`src/rtl/hcd_pkg.sv`:
```
package hcd_pkg;

  localparam real HCD_TWO_PI = 6.283185307179586;

  // Rounded signed sine entry for a table of 2^qw points, peak 2^(sw-1)-1
  function automatic int sine_entry(input int idx, input int qw, input int sw);
    real peak;
    real r;
    int  v;
    begin
      peak = real'((1 << (sw - 1)) - 1);
      r    = peak * $sin(HCD_TWO_PI * real'(idx) / real'(1 << qw));
      if (r >= 0.0) v = int'($floor(r + 0.5));
      else          v = -int'($floor(-r + 0.5));
      return v;
    end
  endfunction

endpackage

```
`src/rtl/hcd_phase_mult.sv`:
```
module hcd_phase_mult #(
  parameter int PHASE_W = 32,
  parameter int HARM_W  = 4,
  parameter int Q_W     = 9,
  parameter int SCALE_W = 8
) (
  input  logic               clk,
  input  logic               rst_n,
  input  logic               v_in,
  input  logic [PHASE_W-1:0] phase_in,
  input  logic [HARM_W-1:0]  harm_in,
  input  logic [Q_W-1:0]     ofs_in,
  input  logic [SCALE_W-1:0] scale_in,
  input  logic               mute_in,
  output logic               v_out,
  output logic [Q_W-1:0]     addr_out,
  output logic [SCALE_W-1:0] scale_out,
  output logic               mute_out
);

  localparam int PROD_W = PHASE_W + HARM_W;

  logic [PROD_W-1:0]  prod_full;
  logic [PHASE_W-1:0] prod_wrap;
  logic [Q_W-1:0]     addr_nxt;

  always_comb begin
    prod_full = PROD_W'(phase_in) * PROD_W'(harm_in);
    prod_wrap = prod_full[PHASE_W-1:0];
    addr_nxt  = prod_wrap[PHASE_W-1 -: Q_W] + ofs_in;
  end

  always_ff @(posedge clk or negedge rst_n) begin
    if (!rst_n) begin
      v_out     <= 1'b0;
      addr_out  <= '0;
      scale_out <= '0;
      mute_out  <= 1'b0;
    end else begin
      v_out <= v_in;
      if (v_in) begin
        addr_out  <= addr_nxt;
        scale_out <= scale_in;
        mute_out  <= mute_in;
      end
    end
  end

  // a half-turn offset on the same phase moves the index by exactly half the table
  AST_OFS_HALF: assert property (@(posedge clk) disable iff (!rst_n)
    (v_in && $past(v_in) && $stable(phase_in) && $stable(harm_in) &&
     (ofs_in == $past(ofs_in) + Q_W'(1 << (Q_W - 1))))
    |=> (addr_out == $past(addr_out) + Q_W'(1 << (Q_W - 1))));

endmodule

```
`src/rtl/hcd_sine_rom.sv`:
```
module hcd_sine_rom #(
  parameter int Q_W     = 9,
  parameter int AMP_W   = 6,
  parameter int SCALE_W = 8
) (
  input  logic                    clk,
  input  logic                    rst_n,
  input  logic                    v_in,
  input  logic [Q_W-1:0]          addr_in,
  input  logic [SCALE_W-1:0]      scale_in,
  input  logic                    mute_in,
  output logic                    v_out,
  output logic signed [AMP_W-1:0] sine_out,
  output logic [SCALE_W-1:0]      scale_out,
  output logic                    mute_out
);

  localparam int DEPTH = 1 << Q_W;
  localparam int PEAK  = (1 << (AMP_W - 1)) - 1;

  logic signed [AMP_W-1:0] table_w [DEPTH];
  logic signed [AMP_W-1:0] sine_nxt;

  for (genvar gi = 0; gi < DEPTH; gi++) begin : g_tab
    localparam int ENTRY = hcd_pkg::sine_entry(gi, Q_W, AMP_W);
    assign table_w[gi] = AMP_W'(ENTRY);
  end

  always_comb sine_nxt = table_w[addr_in];

  always_ff @(posedge clk or negedge rst_n) begin
    if (!rst_n) begin
      v_out     <= 1'b0;
      sine_out  <= '0;
      scale_out <= '0;
      mute_out  <= 1'b0;
    end else begin
      v_out <= v_in;
      if (v_in) begin
        sine_out  <= sine_nxt;
        scale_out <= scale_in;
        mute_out  <= mute_in;
      end
    end
  end

  // the table never produces the most negative code
  AST_TAB_RANGE: assert property (@(posedge clk) disable iff (!rst_n)
    v_out |-> (sine_out >= -AMP_W'(PEAK)) && (sine_out <= AMP_W'(PEAK)));

endmodule

```
`src/rtl/hcd_amp_scale.sv`:
```
module hcd_amp_scale #(
  parameter int AMP_W   = 6,
  parameter int SCALE_W = 8
) (
  input  logic                    clk,
  input  logic                    rst_n,
  input  logic                    v_in,
  input  logic signed [AMP_W-1:0] sine_in,
  input  logic [SCALE_W-1:0]      scale_in,
  input  logic                    mute_in,
  output logic                    v_out,
  output logic signed [AMP_W-1:0] sample_out
);

  localparam int MUL_W = AMP_W + SCALE_W + 1;
  localparam int PEAK  = (1 << (AMP_W - 1)) - 1;

  logic signed [MUL_W-1:0] prod;
  logic signed [MUL_W-1:0] prod_rnd;
  logic signed [AMP_W-1:0] sample_nxt;

  always_comb begin
    prod       = MUL_W'(sine_in) * $signed({1'b0, scale_in});
    prod_rnd   = prod + MUL_W'(1 << (SCALE_W - 1));
    sample_nxt = AMP_W'(prod_rnd >>> SCALE_W);
    if (!v_in || mute_in) sample_nxt = '0;
  end

  always_ff @(posedge clk or negedge rst_n) begin
    if (!rst_n) begin
      v_out      <= 1'b0;
      sample_out <= '0;
    end else begin
      v_out      <= v_in;
      sample_out <= sample_nxt;
    end
  end

  AST_NO_OVERFLOW: assert property (@(posedge clk) disable iff (!rst_n)
    (sample_out >= -AMP_W'(PEAK)) && (sample_out <= AMP_W'(PEAK)));

  AST_ZERO_SCALE: assert property (@(posedge clk) disable iff (!rst_n)
    (v_in && scale_in == '0) |=> (sample_out == '0));

  AST_MUTE: assert property (@(posedge clk) disable iff (!rst_n)
    (v_in && mute_in) |=> (v_out && sample_out == '0));

  AST_IDLE_ZERO: assert property (@(posedge clk) disable iff (!rst_n)
    !v_out |-> (sample_out == '0));

endmodule

```
`src/rtl/hcd_channel.sv`:
```
module hcd_channel #(
  parameter int PHASE_W = 32,
  parameter int HARM_W  = 4,
  parameter int Q_W     = 9,
  parameter int AMP_W   = 6,
  parameter int SCALE_W = 8
) (
  input  logic                    clk,
  input  logic                    rst_n,
  input  logic                    in_valid,
  input  logic [PHASE_W-1:0]      in_phase,
  input  logic [HARM_W-1:0]       harm_num,
  input  logic [Q_W-1:0]          phase_ofs,
  input  logic [SCALE_W-1:0]      amp_scale,
  output logic                    out_valid,
  output logic signed [AMP_W-1:0] out_sample
);

  localparam int LATENCY = 4;
  localparam int CNT_W   = $clog2(LATENCY + 1);

  // reset synchronizer: assert asynchronously, release on clock
  logic rst_meta, rst_sn;
  always_ff @(posedge clk or negedge rst_n) begin
    if (!rst_n) begin
      rst_meta <= 1'b0;
      rst_sn   <= 1'b0;
    end else begin
      rst_meta <= 1'b1;
      rst_sn   <= rst_meta;
    end
  end

  // stage 1: capture phase with its settings
  logic               s1_v;
  logic [PHASE_W-1:0] s1_phase;
  logic [HARM_W-1:0]  s1_harm;
  logic [Q_W-1:0]     s1_ofs;
  logic [SCALE_W-1:0] s1_scale;
  logic               s1_mute;
  logic               mute_nxt;

  always_comb mute_nxt = (harm_num < HARM_W'(2));

  always_ff @(posedge clk or negedge rst_sn) begin
    if (!rst_sn) begin
      s1_v     <= 1'b0;
      s1_phase <= '0;
      s1_harm  <= '0;
      s1_ofs   <= '0;
      s1_scale <= '0;
      s1_mute  <= 1'b0;
    end else begin
      s1_v <= in_valid;
      if (in_valid) begin
        s1_phase <= in_phase;
        s1_harm  <= harm_num;
        s1_ofs   <= phase_ofs;
        s1_scale <= amp_scale;
        s1_mute  <= mute_nxt;
      end
    end
  end

  logic               s2_v, s2_mute;
  logic [Q_W-1:0]     s2_addr;
  logic [SCALE_W-1:0] s2_scale;

  hcd_phase_mult #(
    .PHASE_W(PHASE_W), .HARM_W(HARM_W), .Q_W(Q_W), .SCALE_W(SCALE_W)
  ) u_pmul (
    .clk(clk), .rst_n(rst_sn),
    .v_in(s1_v), .phase_in(s1_phase), .harm_in(s1_harm), .ofs_in(s1_ofs),
    .scale_in(s1_scale), .mute_in(s1_mute),
    .v_out(s2_v), .addr_out(s2_addr), .scale_out(s2_scale), .mute_out(s2_mute)
  );

  logic                    s3_v, s3_mute;
  logic signed [AMP_W-1:0] s3_sine;
  logic [SCALE_W-1:0]      s3_scale;

  hcd_sine_rom #(
    .Q_W(Q_W), .AMP_W(AMP_W), .SCALE_W(SCALE_W)
  ) u_rom (
    .clk(clk), .rst_n(rst_sn),
    .v_in(s2_v), .addr_in(s2_addr), .scale_in(s2_scale), .mute_in(s2_mute),
    .v_out(s3_v), .sine_out(s3_sine), .scale_out(s3_scale), .mute_out(s3_mute)
  );

  hcd_amp_scale #(
    .AMP_W(AMP_W), .SCALE_W(SCALE_W)
  ) u_amp (
    .clk(clk), .rst_n(rst_sn),
    .v_in(s3_v), .sine_in(s3_sine), .scale_in(s3_scale), .mute_in(s3_mute),
    .v_out(out_valid), .sample_out(out_sample)
  );

  // cycles since reset release, saturating, used to bound the latency check
  logic [CNT_W-1:0] since_rst;
  always_ff @(posedge clk or negedge rst_sn) begin
    if (!rst_sn)                         since_rst <= '0;
    else if (since_rst != CNT_W'(LATENCY)) since_rst <= since_rst + CNT_W'(1);
  end

  AST_LATENCY: assert property (@(posedge clk) disable iff (!rst_sn)
    (since_rst == CNT_W'(LATENCY)) |-> (out_valid == $past(in_valid, 4)));

  AST_EARLY_QUIET: assert property (@(posedge clk) disable iff (!rst_sn)
    (since_rst < CNT_W'(LATENCY - 1)) |-> !out_valid);

endmodule

```
`config.mk`:
```
export PLATFORM = sky130hd
export DESIGN_NAME = hcd_channel
export DESIGN_NICKNAME = d
export VERILOG_FILES = /design/src/rtl/hcd_pkg.sv /design/src/rtl/hcd_phase_mult.sv /design/src/rtl/hcd_sine_rom.sv /design/src/rtl/hcd_amp_scale.sv /design/src/rtl/hcd_channel.sv
export SDC_FILE = /design/constraint.sdc
export NUM_CORES = 1
export LEC_CHECK = 0
export ABC_CLOCK_PERIOD_IN_PS = 3560
export BUFFER_PORTS_ARGS = -buffer_cell sky130_fd_sc_hd__buf_2
export CELL_PAD_IN_SITES_DETAIL_PLACEMENT = 0
export CELL_PAD_IN_SITES_GLOBAL_PLACEMENT = 1
export CORE_MARGIN = 4
export CORE_UTILIZATION = 35
export CTS_BUF_LIST = sky130_fd_sc_hd__clkbuf_4
export DETAILED_ROUTE_END_ITERATION = 12
export GPL_TIMING_DRIVEN = 1
export PLACE_DENSITY = 0.71
export SYNTH_ARGS = -nofsm -noshare
export SYNTH_HDL_FRONTEND = slang
export SYNTH_SLANG_ARGS = --single-unit
```
`constraint.sdc`:
```
create_clock -name clk -period 3.56 [get_ports clk]
set_input_delay 0.356 -clock clk [delete_from_list [all_inputs] [get_ports clk]]
set_output_delay 0.356 -clock clk [all_outputs]
set_load 0.01 [all_outputs]
```
# Word-level counts from Yosys, hierarchy flattened
# Memory sizes are Yosys's and may differ from the RTL's. A register that Yosys moved wholly into a read port is not among the register bits.
# Index checks and enable logic that the tools add are counted.
# totals
reg_bits	93
romBits	3072
inputBits	56
memories	1
# mem_list
memory	depth	word_bits	rd	rd_clocked_by_memory_dff	write_ports	line	rtl
(name not given)	512	6	1	1	0	hcd_sine_rom.sv:29	always_comb sine_nxt = table_w[addr_in];
# op_classes
addsub	2
n_mul	2
n_lt_le_gt_ge	1
muxes	1
n_bitwise	1
reduce_logical	3
# ops
op	count
32-bit by 4-bit multiplier with 32-bit output	1
14-bit by 9-bit adder with 14-bit output, second input constant	1
6-bit by 9-bit multiplier with 14-bit output	1
9-bit inverter with 10-bit output	1
9-bit adder	1
6-bit 2-to-1 mux	1
4-bit by 2-bit < comparator with 1-bit output, second input constant	1
1-bit logical NOT	2
1-bit logical OR	1

# Depth between registers and ports, before layout
# Gate-level depths: netlist (run 1).
# logic_depth
word_depth	3
mapped_depth	25

# By module
# A second synthesis (run 1) with hierarchy kept.
# unflattened
hier_cells	1117
hier_area_um2	10623.9
# modules_own_cells
mod	instances	cells_each	area_per_inst_um2
hcd_phase_mult	1	510	4335.4
hcd_channel	1	119	2342.2
hcd_sine_rom	1	301	2197.1
hcd_amp_scale	1	187	1749.2

# Worst setup path after synthesis (run 1)
# OpenSTA, ideal clock, no wires.
# synth_timing
path_type	register to register
from	reg s1_harm[1]
to	reg u_pmul.addr_out[8]
setup_ns	0.135
arrival_ns	4.747
required_time_ns	3.425
setup_slack_ns	-1.322
stages_incl_launch_ff	25
path_buffers	1
synth_period_minus_slack_ns	4.882
path_cell_list	dfrtp_1 clkbuf_1 and2_1 fa_1 inv_1 fa_1 inv_1 ha_1 nand4_1 a211o_1 or3_1 o22ai_1 o21ai_0 nand2b_1 xor2_1 inv_1 fa_1 nor2b_1 o21ai_0 a21boi_0 o21ai_0 a21oi_1 xnor2_1 xnor2_1 a21oi_1
# synth_between
elab_chain_len	2
# synth_rtl
element	line	rtl
start, declared	hcd_channel.sv:37	logic [HARM_W-1:0] s1_harm;
start signal, assigned	hcd_channel.sv:57	s1_harm <= harm_num;
32-bit by 4-bit multiplier with 32-bit output	hcd_phase_mult.sv:28	prod_full = PROD_W'(phase_in) * PROD_W'(harm_in);
9-bit adder	hcd_phase_mult.sv:30	addr_nxt = prod_wrap[PHASE_W-1 -: Q_W] + ofs_in;
end signal, assigned	hcd_phase_mult.sv:42	addr_out <= addr_nxt;
end, declared	hcd_phase_mult.sv:16	output logic [Q_W-1:0] addr_out,
# No other way between the ends.
# A chain may end at the register's enable or synchronous reset.

# Final worst setup path (run 1)
# layout_timing
from	reg s1_harm[1]
to	reg u_pmul.addr_out[7]
# The elaborated chain is that of the path after synthesis.

==> summary.md, run 1 <==
| Metric | Value |
|---|---|
| Ranking of synthesized cells by area | `dfrtp_1 (25%), fa_1 (16%), ha_1 (9.7%)` |
| Post-synth EDFFs | `0` |
| Setup violators final | `15` |
| Yosys top cell area share | `25.06%` |
| Antenna cells | `0` |
| Clock Tree Buf Depth | `2` |
| R2r endpoint | `u_pmul.addr_out[7]$_DFFE_PN0P_` |
| Tcrit/Tclk final | `137.6%` |
| Io pins | `63` |
| Synth Area per Inst | `9.162 um2` |
| Total vias in the final route | `8,027` |
| Setup Skew | `0.04421 ns` |
| Post-Syn Nets | `1,293` |
| # H-tree levels | `3` |
| Fmax | `0.2041 GHz` |
| Most common cell after layout, fill and taps aside | `inv_1` |
| Setup crit start | `s1_harm[1]$_DFFE_PN0P_` |
| Worst-Skew Late Latency | `0.53 ns` |
| Slew Limit Headroom | `31.79%` |
| Via density | `4.976` |
| Final hold violations | `0` |
| Detail Route Antenna Nets | `0` |
| Mapped Area | `9886 um2` |
| Status | `finished with violations` |
| Sequential element share of the synthesized area | `25.06%` |
| Minimum setup slack among reg-to-reg paths | `-1.34 ns` |
| Die height | `176.1 um` |
| Top_reg_cell synth | `dfrtp_1` |
| Pwr Total | `12.11 mW` |
| R2R depth | `25` |
| Commonest cells after routing, fill and taps aside | `inv_1 (133), buf_4 (110), nand2_1 (107), dfrtp_1 (96), fa_1 (80)` |
| Slew Limit Fails | `0` |
| DRT iter0 DRCs | `354` |
| Drt first pass iters | `5` |
| Final worst slack | `-1.339 ns` |
| Setup crit end kind | `flop` |
| Startpoint types | `flop` |
| # rows | `61` |
| RePlAce Congestion | `0.8992` |
| Cells after Synth | `1,079` |
| Setup Slack @ Placement | `-1.647 ns` |
| Final WL | `24.74 mm` |
| Failing checks | `setup timing` |
| Area grow syn2layout | `23.17%` |
| Peak VDD IR | `837.9 uV` |
| DIE WIDTH | `176.1 um` |
| Tot GR Track Use | `16.35%` |
| Die Area | `31,000 um2` |
| Max Cap Violations | `0` |
| CTS Buf Count | `9` |
| CTS tree | `yes` |
| # clock sinks | `99` |
| Final min period | `4.899 ns` |
| Asr flop ratio synth | `100.0%` |
| GRT overflow | `0` |
| First-pass GRT wire length | `41.72 mm` |
| Distinct cells, synth | `65` |
| Post-DP HPWL | `18.18 mm` |
| Layout cells sized above 1 | `30.93%` |
| Critical path required time | `3.94 ns` |
| P_leak | `5.806 nW` |
| DR DRC count | `0` |
| Number of synthesized register bits | `99` |
| CP arrival | `5.28 ns` |
| Synth area leader | `dfrtp_1` |
| CTS Root Cell | `clkbuf_4` |
| Critical R2R Launch | `s1_harm[1]$_DFFE_PN0P_` |
| Crit Path Class | `reg -> reg` |
| Max incr delay on CP | `0.47 ns` |
| Initial antenna violation count | `0` |
| WL per Instance | `15.34 um` |
| Pwr dens | `994.7 nW/um2` |
| Starting Density | `35.49%` |
| Least-Margin Pin Slew | `1.023 ns` |
| Crit path max-delay family | `adder cells` |
| # port buffers | `62` |
| WP depth | `25` |
| CP Buf/Inv Count | `5` |
| Final net count | `1,444` |
| Ys Warns | `0` |
| Setup crit end | `u_pmul.addr_out[7]$_DFFE_PN0P_` |
| RSZ-0062 raised after global routing | `true` |
| Crit path max fanout | `9` |
| Vias in the first global route | `8,481` |
| Largest net degree at the start of global routing | `80` |
| Core Region | `27,860 um2` |
| Crit path max-delay cell type | `fa_1` |
| Clk slew on worst S/H paths | `0.16 ns` |
| HP Class | `in -> reg` |
[final cells by class]
cell class                 instances  area, um2
tap                              378      473.0
clock buffer                      11      82.58
timing repair buffer             198       1458
fill                            2724      15680
inverter                         147      551.8
clock inverter                     5      63.81
multi-input combinational        775       7064
sequential                        99       2484
[timing repair]
item                                    4_1_cts  5_1_grt
pin swaps                                    23       22
buffers inserted                             10        7
hold buffers                                 11        0
cloned                                        1        0
hold endpoints to repair                     12        0
endpoints found under the setup margin       15       15
gates resized for setup                      19       66
[per-stage QoR]
step / area, um2 / std cells / hold WS, ns / TNS (ns) / util [%]
final: 12180 / 1613 / 0.06484 / -12.06 / 43.71
after floorplan: 10090 / 1079 / 0.06041 / -8.726 / -
after global placement: 11460 / 1573 / 0.1426 / -13.47 / 41.12
after global routing: 12180 / 1613 / 0.01566 / -15.21 / 43.71
after detailed placement: 11460 / 1573 / 0.1435 / -14.05 / 41.12
after CTS: 11870 / 1609 / 0.001179 / -11.87 / 42.60
[worst min path at each step]
stage / start / end / slack (ns) / cells after the start
finish: in_phase[3] / s1_phase[3]$_DFFE_PN0P_ / 0.06 / 2
global route: amp_scale[0] / s1_scale[0]$_DFFE_PN0P_ / 0.02 / 2
CTS: in_phase[3] / s1_phase[3]$_DFFE_PN0P_ / 0.001 / 2
detailed placement: rst_n / rst_meta$_DFF_PN0_ / 0.14 / 1
global placement: rst_n / rst_meta$_DFF_PN0_ / 0.14 / 1
floorplan: rst_n / rst_meta$_DFF_PN0_ / 0.06 / 0
[registers in the layout (all words and copies together) (netlist names), 4 cells and up]
name and count:
u_rom.sine_out 6, s1_scale 8, u_rom.scale_out 8, s1_harm 4, u_amp.sample_out 6, u_pmul.scale_out 8, u_pmul.addr_out 9, s1_ofs 9
s1_phase 32
[cells by family after synthesis]
group	count (synthesis)	synth area share, %
compound gates	191	12.30
fa+ha+maj	158	26.15
mux	88	10.35
buf+inv	205	8.100
flops	99	25.06
other cells	1	0.03793
simple gates	310	15.61
xor+xnor	27	2.392
[power by group]
group / switching, mW / total [mW] / internal, mW
clock network: 0.424 / 0.659 / 0.235
registers: 0.298 / 1.66 / 1.36
logic: 4.97 / 9.80 / 4.83
[cell usage after synthesis (16+ instances only)]
master	instances
and2_1	82
nor2_1	45
mux2_2	74
clkbuf_1	39
o21ai_0	50
inv_1	145
nand2_1	108
fa_1	81
ha_1	77
a211oi_1	16
xnor2_1	20
dfrtp_1	99
a21oi_1	56
[routing by layer]
metal	part of all wire (%)	track usage, %
met2	50	27.89
met1	45	21.68
met4	1.8	4.483
met3	3.3	2.548
met5	0	0
(Power assumes the default switching activity.)
==> run 2, diff against run 1 <==
--- a/config.mk
+++ b/config.mk
@@ -15,6 +15,7 @@
 export DETAILED_ROUTE_END_ITERATION = 12
 export GPL_TIMING_DRIVEN = 1
 export PLACE_DENSITY = 0.71
+export RECOVER_POWER = 100
 export SYNTH_ARGS = -nofsm -noshare
 export SYNTH_HDL_FRONTEND = slang
 export SYNTH_SLANG_ARGS = --single-unit
==> run 2 against run 1 <==
Effect of this change: the run ends with capacitance limit, slew limit, setup timing left; via count increased by 0.37%; critical path type unchanged; wire length hardly changed; critical path depth unchanged; combinational power is essentially flat; clock power about the same; utilization fell by 0.085 points; cell count did not move; power fell by 0.15%.
==> summary.md, run 2 (synthesis gave the netlist of run 1 again) <==
| Metric | Value |
|---|---|
| RePlAce Congestion | `0.8992` |
| Core Region | `27,860 um2` |
| Setup crit end kind | `flop` |
| Status | `finished with violations` |
| Comb power frac | `80.9%` |
| Sw frac | `46.99%` |
| Fill cells | `2,731` |
| Crit path max fanout | `9` |
| Largest registers | `s1_phase: 32 flops, s1_ofs: 9 flops, u_pmul.addr_out: 9 flops` |
| Final worst slack | `-1.339 ns` |
| Sequential cell area | `2481 um2` |
| Fmax | `0.2041 GHz` |
| GRT overflow | `0` |
| Final core utilization | `43.62%` |
| Antenna cells | `0` |
| Slew Limit Headroom | `-15.33%` |
| Die height | `176.1 um` |
| Int Pwr | `6.411 mW` |
| Crit Path Class | `reg -> reg` |
| CP arrival | `5.28 ns` |
| Io pins | `63` |
| Clk slew on worst S/H paths | `0.16 ns` |
| CTS tree | `yes` |
| DRT iter0 DRCs | `355` |
| Max FFs per register | `32` |
| Max Cap Violations | `1` |
| # clock sinks | `99` |
| HP Class | `in -> reg` |
| Setup violators final | `15` |
| Worst-Skew Late Latency | `0.53 ns` |
| Clock Tree Buf Depth | `2` |
| Tot GR Track Use | `16.35%` |
| P_leak | `5.767 nW` |
| Final net count | `1,444` |
| Switch Pwr | `5.683 mW` |
| # port buffers | `62` |
| WL per Instance | `15.35 um` |
| Drt first pass iters | `5` |
| DR DRC count | `0` |
| Failing checks | `capacitance limit, slew limit, setup timing` |
| Starting Density | `35.49%` |
| Vias in the first global route | `8,481` |
| RSZ-0062 raised after global routing | `true` |
| Final hold violations | `0` |
| Setup Skew | `0.04445 ns` |
| Most common cell after layout, fill and taps aside | `inv_1` |
| Detail Route Antenna Nets | `0` |
| Startpoint types | `flop` |
| Peak VDD IR | `837.7 uV` |
| Slew Limit Fails | `80` |
| Final WL | `24.75 mm` |
| Pwr Total | `12.09 mW` |
| # H-tree levels | `3` |
| First-pass GRT wire length | `41.72 mm` |
| Area taken by multi-input logic gates | `7064 um2` |
| Post-DP HPWL | `18.18 mm` |
| CTS Root Cell | `clkbuf_4` |
| Setup_tns | `-12.06 ns` |
| DIE WIDTH | `176.1 um` |
| Placed Cells incl. Taps | `1,573` |
| Layout cells sized above 1 | `30.04%` |
| Least-Margin Pin Slew | `1.730 ns` |
| Largest net degree at the start of global routing | `80` |
| Reg power frac | `13.7%` |
| Total vias in the final route | `8,057` |
| Area grow syn2layout | `22.93%` |
| Initial antenna violation count | `0` |
| # rows | `61` |
| Tcrit/Tclk final | `137.6%` |
| Via density | `4.995` |
| Final min period | `4.899 ns` |
| Pwr dens | `995.2 nW/um2` |
| CTS Buf Count | `9` |
| Clock power frac | `5.4%` |
| Final Non-Filler Cells | `1,613` |
| Most flop-heavy register | `s1_phase` |
| Die Area | `31,000 um2` |
| Critical path required time | `3.94 ns` |
| Commonest cells after routing, fill and taps aside | `inv_1 (133), nand2_1 (107), buf_4 (107), dfrtp_1 (96), fa_1 (80)` |
## run 2: cell types whose count changed in the layout (fill, tap and decap cells not counted), sizes merged
cell and change:
buf -12, clkbuf +12
## run 2: final cells by class
class / count / area share, %
sequential: 99 / 20.42
clock inverter: 5 / 0.5251
inverter: 147 / 4.540
timing repair buffer: 198 / 11.82
tap: 378 / 3.892
clock buffer: 11 / 0.6795
multi-input combinational: 775 / 58.13
## run 2: through the flow
stage / setup WS [ns] / area, um2 / hold slack, ns
finish: -1.339 / 12150 / 0.06524
global route: -1.585 / 12150 / 0.01570
CTS: -1.400 / 11870 / 0.001179
detailed placement: -1.647 / 11460 / 0.1435
global placement: -1.568 / 11460 / 0.1426
floorplan: -1.163 / 10090 / 0.06041
## run 2: worst paths after layout
path                                        startpoint                        endpoint  slack (ns)  cells after the start
min in group asynchronous                        rst_n                rst_sn$_DFF_PN0_        0.10                      2
worst min register to register      rst_meta$_DFF_PN0_                rst_sn$_DFF_PN0_        0.38                      0
worst min-delay path                       in_phase[3]         s1_phase[3]$_DFFE_PN0P_        0.07                      2
max in group asynchronous             rst_sn$_DFF_PN0_  u_pmul.addr_out[3]$_DFFE_PN0P_        1.05                      1
worst max-delay path            s1_harm[1]$_DFFE_PN0P_  u_pmul.addr_out[7]$_DFFE_PN0P_       -1.34                     25
worst max register to register  s1_harm[1]$_DFFE_PN0P_  u_pmul.addr_out[7]$_DFFE_PN0P_       -1.34                     25
## run 2: what timing repair did
| action | in CTS | in global routing |
|---|---|---|
| gates cloned | 1 | 0 |
| resized for setup | 19 | 66 |
| hold buffers | 11 | 0 |
| setup endpoints to repair | 15 | 15 |
| pin swaps | 23 | 22 |
| hold endpoints to repair | 12 | 0 |
| buffers inserted | 10 | 7 |
## run 2: power groups by stage
stage	clock network, mW	logic [mW]	registers (mW)
finish	0.658	9.78	1.65
floorplan	0	5.84	1.55
global placement	0	8.13	1.68
global route	0.742	11.0	1.70
detailed placement	0	8.24	1.68
CTS	0.702	8.68	1.65
## run 2: metal layers
| layer | part of all wire (%) | track usage (%) | up-vias |
|---|---|---|---|
| met5 | 0 | 0 | - |
| met4 | 1.7 | 4.483 | 0 |
| met1 | 45 | 21.68 | 4003 |
| met2 | 50 | 27.89 | 150 |
| met3 | 3.5 | 2.548 | 32 |
| li1 | - | - | 3872 |
## run 2: worst max-delay path, cell delays in order, from the launching register on
cell,delay (ns)
dfrtp_1,0.43
buf_12,0.15
buf_8,0.13
and2_4,0.14
fa_1,0.47
inv_1,0.05
fa_1,0.47
inv_1,0.07
ha_4,0.27
o21ai_2,0.06
a211o_1,0.29
or3_4,0.35
o22ai_4,0.13
o21ai_1,0.08
nand2b_1,0.12
a21oi_2,0.07
xnor2_1,0.17
ha_1,0.30
buf_6,0.14
a21oi_4,0.17
o21ai_2,0.08
a21oi_2,0.14
o21bai_1,0.09
a21oi_1,0.16
xor2_1,0.17
mux2i_1,0.09
